### src/rtl/dac_fe_pkg.sv
package dac_fe_pkg;
  typedef struct packed {
    logic cs_n;
    logic wr_n;
    logic ld_n;
    logic clr_n;
  } ctl_t;
endpackage

### src/rtl/dac_fe_sync.sv
module dac_fe_sync
  import dac_fe_pkg::*;
#(
  parameter int DATA_W = 12,
  parameter int STAGES = 2
) (
  input  logic              clk,
  input  logic              rst_n,
  input  logic [DATA_W-1:0] data_i,
  input  ctl_t              ctl_i,
  output logic [DATA_W-1:0] data_o,
  output ctl_t              ctl_o
);
  ctl_t              cpipe [STAGES];
  logic [DATA_W-1:0] dpipe [STAGES];

  for (genvar g = 0; g < STAGES; g++) begin : g_stage
    if (g == 0) begin : g_first
      always_ff @(posedge clk or negedge rst_n) begin
        if (!rst_n) begin
          cpipe[0] <= '1;
          dpipe[0] <= '0;
        end else begin
          cpipe[0] <= ctl_i;
          dpipe[0] <= data_i;
        end
      end
    end else begin : g_next
      always_ff @(posedge clk or negedge rst_n) begin
        if (!rst_n) begin
          cpipe[g] <= '1;
          dpipe[g] <= '0;
        end else begin
          cpipe[g] <= cpipe[g-1];
          dpipe[g] <= dpipe[g-1];
        end
      end
    end
  end

  assign ctl_o  = cpipe[STAGES-1];
  assign data_o = dpipe[STAGES-1];
endmodule

### src/rtl/dac_fe_latches.sv
module dac_fe_latches
  import dac_fe_pkg::*;
#(
  parameter int DATA_W = 12
) (
  input  logic              clk,
  input  logic              rst_n,
  input  logic [DATA_W-1:0] data_s,
  input  ctl_t              ctl_s,
  output logic [DATA_W-1:0] in_q,
  output logic [DATA_W-1:0] dac_q
);
  logic              in_en;
  logic              dac_en;
  logic [DATA_W-1:0] in_nx;
  logic [DATA_W-1:0] dac_nx;

  always_comb begin
    in_en  = ~ctl_s.cs_n & ~ctl_s.wr_n;
    in_nx  = in_en ? data_s : in_q;
    dac_en = ~ctl_s.clr_n | ~ctl_s.ld_n;
    dac_nx = ~ctl_s.clr_n ? '0 : in_nx;
  end

  always_ff @(posedge clk or negedge rst_n) begin
    if (!rst_n) begin
      in_q  <= '0;
      dac_q <= '0;
    end else begin
      if (in_en)  in_q  <= in_nx;
      if (dac_en) dac_q <= dac_nx;
    end
  end
endmodule

### src/rtl/dac_fe_holdchk.sv
module dac_fe_holdchk
  import dac_fe_pkg::*;
#(
  parameter int HOLD_CYC = 4
) (
  input  logic clk,
  input  logic rst_n,
  input  ctl_t ctl_s,
  output logic viol_o
);
  localparam int CW = $clog2(HOLD_CYC + 1);

  logic          en_d, ovl_q, armed_q;
  logic [CW-1:0] cnt_q;
  logic          in_en, end_w;
  logic          ovl_nx, armed_nx, viol_nx;
  logic [CW-1:0] cnt_nx;

  always_comb begin
    in_en    = ~ctl_s.cs_n & ~ctl_s.wr_n;
    end_w    = en_d & ~in_en;
    ovl_nx   = ovl_q | (in_en & ~ctl_s.ld_n);
    armed_nx = armed_q;
    cnt_nx   = cnt_q;
    viol_nx  = 1'b0;
    if (end_w) begin
      ovl_nx = 1'b0;
      if (ovl_q) begin
        if (ctl_s.ld_n) begin
          viol_nx  = 1'b1;
          armed_nx = 1'b0;
        end else begin
          armed_nx = (HOLD_CYC > 1);
          cnt_nx   = CW'(1);
        end
      end
    end else if (armed_q) begin
      if (ctl_s.ld_n) begin
        viol_nx  = 1'b1;
        armed_nx = 1'b0;
      end else begin
        cnt_nx = cnt_q + 1'b1;
        if (cnt_nx >= CW'(HOLD_CYC)) armed_nx = 1'b0;
      end
    end
  end

  always_ff @(posedge clk or negedge rst_n) begin
    if (!rst_n) begin
      en_d    <= 1'b0;
      ovl_q   <= 1'b0;
      armed_q <= 1'b0;
      cnt_q   <= '0;
      viol_o  <= 1'b0;
    end else begin
      en_d    <= in_en;
      ovl_q   <= ovl_nx;
      armed_q <= armed_nx;
      cnt_q   <= cnt_nx;
      viol_o  <= viol_nx;
    end
  end
endmodule

### src/rtl/dac_dbuf_front.sv
module dac_dbuf_front
  import dac_fe_pkg::*;
#(
  parameter int DATA_W      = 12,
  parameter int SYNC_STAGES = 2,
  parameter int HOLD_CYC    = 4
) (
  input  logic              clk,
  input  logic              rst_n,
  input  logic [DATA_W-1:0] data_i,
  input  logic              cs_n_i,
  input  logic              wr_n_i,
  input  logic              ldac_n_i,
  input  logic              clr_n_i,
  output logic [DATA_W-1:0] code_o,
  output logic              hold_viol_o
);
  logic [1:0]        rst_pipe;
  logic              rst_q;
  ctl_t              ctl_raw, ctl_s;
  logic [DATA_W-1:0] data_s;
  logic [DATA_W-1:0] in_q;
  logic              cs_s, wr_s, ld_s, clr_s;

  always_ff @(posedge clk or negedge rst_n) begin
    if (!rst_n) rst_pipe <= 2'b00;
    else        rst_pipe <= {rst_pipe[0], 1'b1};
  end
  assign rst_q = rst_pipe[1];

  assign ctl_raw = '{cs_n: cs_n_i, wr_n: wr_n_i, ld_n: ldac_n_i, clr_n: clr_n_i};
  assign cs_s  = ctl_s.cs_n;
  assign wr_s  = ctl_s.wr_n;
  assign ld_s  = ctl_s.ld_n;
  assign clr_s = ctl_s.clr_n;

  dac_fe_sync #(.DATA_W(DATA_W), .STAGES(SYNC_STAGES)) u_sync (
    .clk(clk), .rst_n(rst_q), .data_i(data_i), .ctl_i(ctl_raw),
    .data_o(data_s), .ctl_o(ctl_s)
  );

  dac_fe_latches #(.DATA_W(DATA_W)) u_lat (
    .clk(clk), .rst_n(rst_q), .data_s(data_s), .ctl_s(ctl_s),
    .in_q(in_q), .dac_q(code_o)
  );

  dac_fe_holdchk #(.HOLD_CYC(HOLD_CYC)) u_hold (
    .clk(clk), .rst_n(rst_q), .ctl_s(ctl_s), .viol_o(hold_viol_o)
  );
endmodule

### config.mk
export PLATFORM = sky130hd
export DESIGN_NAME = dac_dbuf_front
export DESIGN_NICKNAME = d
export VERILOG_FILES = /design/src/rtl/dac_fe_pkg.sv /design/src/rtl/dac_fe_sync.sv /design/src/rtl/dac_fe_latches.sv /design/src/rtl/dac_fe_holdchk.sv /design/src/rtl/dac_dbuf_front.sv
export SDC_FILE = /design/constraint.sdc
export NUM_CORES = 1
export LEC_CHECK = 0
export ABC_CLOCK_PERIOD_IN_PS = 2600
export CAP_MARGIN = 10
export CORE_MARGIN = 2
export CORE_UTILIZATION = 53
export CTS_CLUSTER_DIAMETER = 40
export CTS_CLUSTER_SIZE = 20
export DETAILED_ROUTE_END_ITERATION = 10
export GPL_TIMING_DRIVEN = 0
export HOLD_SLACK_MARGIN = 0.06
export PLACE_DENSITY = 0.83
export RECOVER_POWER = 100
export SYNTH_ARGS = -nofsm -noshare
export SYNTH_HDL_FRONTEND = slang
export SYNTH_SLANG_ARGS = --single-unit
### constraint.sdc
create_clock -name clk -period 2.6 [get_ports clk]
set_input_delay 0.39 -clock clk [delete_from_list [all_inputs] [get_ports clk]]
set_output_delay 0.39 -clock clk [all_outputs]
set_load 0.02 [all_outputs]
==> flow_summary.toml <==
[power_and_ir_drop]
peakVddDrop_uv = 434
clkPwrFrac_pct = 34.6
leakage_nw = 1.30
combPwrFrac_pct = 9.7
power_density_mw_per_mm2 = 763
power.internal_mw = 1.57
p_sw_mw = 0.485
swShare_pct = 23.6
pwr-share-seq_pct = 55.6

[die]
rows = 23
fp.coreArea_mm2 = 0.00400
die-area_mm2 = 0.00468
io_pins = 31
start_util_pct = 55.0
die_w_um = 68.4
die_h_um = 68.4

[sta]
hold_violations = 0
finalSetupViolCount = 0
setup_ws_ps = 672
final.setup.tns_ps = 0
fmax_ghz = 0.519
tightest_slew_ps = 1020
post-route-period-util_pct = 74.1
fin_crit_ps = 1930
hold_slack_ps = 285
rsz0062_at_grt = "no"
slew_viol_final = 0
timing.slew.headroom_pct = 32.3
skew_ps = 12.0

[cells_and_area]
final_cell_mix = "dfrtp_1 (57), dlygate4sd3_1 (30), mux2_1 (12), nand2b_1 (12), o211a_1 (12)"
diodes = 0
layout_commonest_cell = "dfrtp_1"
fin_area_mm2 = 0.00269
layout.area.seq_mm2 = 0.00164
nets = 192
layout-drive-gt1-share_pct = 12.4
syn_to_final_growth_pct = 22.3
fin_util_pct = 67.3
multi_input_area_um2 = 493
n_fill_cell = 277

[logic_synthesis]
synth_top_cell_by_area = "dfrtp_1"
synth_cells = 131
syn_area_per_cell_um2 = 16.8
yosysWarnings = 0
yosysSeqAreaShare_pct = 74.4
syn_area_mm2 = 0.00220
ys_ff_latch = 65
synth_top_area_share_pct = 64.8
syn_nets = 150
synth_area_leaders = "dfrtp_1 (65%), dfstp_2 (9.6%), mux2_4 (6.1%)"
yosysUniqueCellTypes = 29

[setup_path]
worstPathCellList = "nor2_1 > clkbuf_1 > mux2_1 > o211a_1"
crit_fanout = 10
r2r_setup_slack_ps = 670
end_kind = "register"
setup.worst_path.start_class = "register"
critPathRequiredTime_ps = 2820
critPathSlowestCell = "clkbuf_1"
cp.arrival_ps = 2140
crit_type = "reg -> reg"
cpPeakStageDelay_ps = 510

[clock_network]
postCtsHoldBufs = 0
ctsLongestPathBuffers = 2
postCtsSetupBuffers = 0
clock_sink_count = 65
ctsRootBufferMaster = "clkbuf_8"
numCtsBuffers = 9
cts.clk_slew.worst_paths_ps = 70
htreeDepth = 3
cts.repair.resized = 0
clock_latency_ps = 330
cts_tree = "yes"

[global_route]
grt_usage_pct = 17.4
antenna_found_initial = 0
grt_pass1_vias = 1162
grt_pass1_wl_um = 5550
grt_overflow_total = 0
grt_max_degree = 45

[placed_design]
gp_congestion = 0.710
place_area_mm2 = 0.00258
dpl_worst_slack_ps = 1090
hpwl_um = 2350
port_buffers = 30

[run_status]
outcome = "finished clean"

[flow_run]
cap_viol_max_count = 0

[route]
vias_per_cell = 5.10
ant_nets = 0
num_vias = 1163
drt_first_pass_iters = 4
totalWireLength_um = 3420
wl_per_cell_um = 15.0
route.detailed.drc = 0
dr.first_iter.drc_count = 82

[hold_path]
worstHoldPathType = "reg -> async"
flip-flops by register name, indices dropped and copies added, names as in the netlist, 2 cells and up:
signal and count:
u_lat.dac_q 12, u_lat.in_q 12, u_hold.cnt_q 3, u_sync.dpipe 12, u_sync.cpipe 4, u_sync.ctl_o 4, rst_pipe 2, u_sync.data_o 12
metal layers:
layer | global-route usage [%] | vias to the layer above | share of wire (%)
met5 | 0 | - | 0
met4 | 7.50 | 0 | 1.1
met3 | 7.89 | 4 | 3.9
met2 | 27.5 | 30 | 53
met1 | 20.4 | 590 | 42
li1 | - | 539 | -
power groups by stage:
| stage | clock [mW] | sequential, mW | combinational [mW] |
|---|---|---|---|
| 2_1_floorplan | 0 | 1.18 | 0.117 |
| 3_3_place_gp | 0 | 1.17 | 0.209 |
| 3_5_place_dp | 0 | 1.16 | 0.238 |
| 4_1_cts | 0.727 | 1.15 | 0.239 |
| 5_1_grt | 0.790 | 1.15 | 0.221 |
| 6_report | 0.711 | 1.14 | 0.200 |
path summary, 6_finish.rpt:
check | from | endpoint | cells after the start
worst min-delay path | rst_pipe[1] | u_sync.dpipe[13] | 0
min in group clk | u_sync.dpipe[18] | u_sync.data_o[6] | 0
max in group asynchronous | rst_pipe[1] | u_lat.in_q[1] | 1
worst max-delay path | u_sync.ctl_o[2] | u_lat.dac_q[6] | 4
worst min register to register | rst_pipe[1] | u_sync.dpipe[13] | 0
worst max register to register | u_sync.ctl_o[2] | u_lat.dac_q[6] | 4
critical path: cells and delay by family, from the launching register on:
kind	cells	cell delay, ps
muxes	1	410
buffers and inverters	1	510
and+or+nand+nor	1	290
DFF	1	390
AOI/OAI and AO/OA	1	220
synth_stat cells (all sizes together):
master	count
o21ai	3
a22o	2
o211a	12
a21o	1
dfstp	8
a22oi	1
clkbuf	2
nor3b	1
inv	2
mux2	13
nand3b	2
o22ai	1
dfrtp	57
nor2	2
o31ai	1
nand2b	12
nor2b	1
nand2	2
conb	1
mux2i	1
o21bai	1
buf	3
ha	1
xor2	1
logic make-up (layout without fill, tap and decap cells):
| group | count (synthesis) | count (layout) | synth area share (%) |
|---|---|---|---|
| compound gates | 22 | 22 | 8.76 |
| other cells | 1 | 1 | 0.170 |
| mux | 14 | 14 | 8.64 |
| flops | 65 | 65 | 74.4 |
| xor+xnor | 1 | 1 | 0.398 |
| simple gates | 20 | 20 | 5.51 |
| buf+inv | 7 | 54 | 1.59 |
| fa+ha+maj | 1 | 1 | 0.568 |
cell type report:
class,count,share of cell area (%)
plain buffers,5,0.697
clock buffers,13,5.53
clock inverters,3,0.697
inverters,2,0.279
multi-input cells,59,18.3
flip-flops and latches,65,60.8
well taps,50,2.32
repair buffers,31,11.3
per-stage QoR:
step / std cells / power (mW)
floorplan: 131 / 1.30
global placement: 211 / 1.38
detailed placement: 212 / 1.40
CTS: 228 / 2.11
global route: 228 / 2.16
finish: 228 / 2.05
Power figures use the tool's default switching activity.
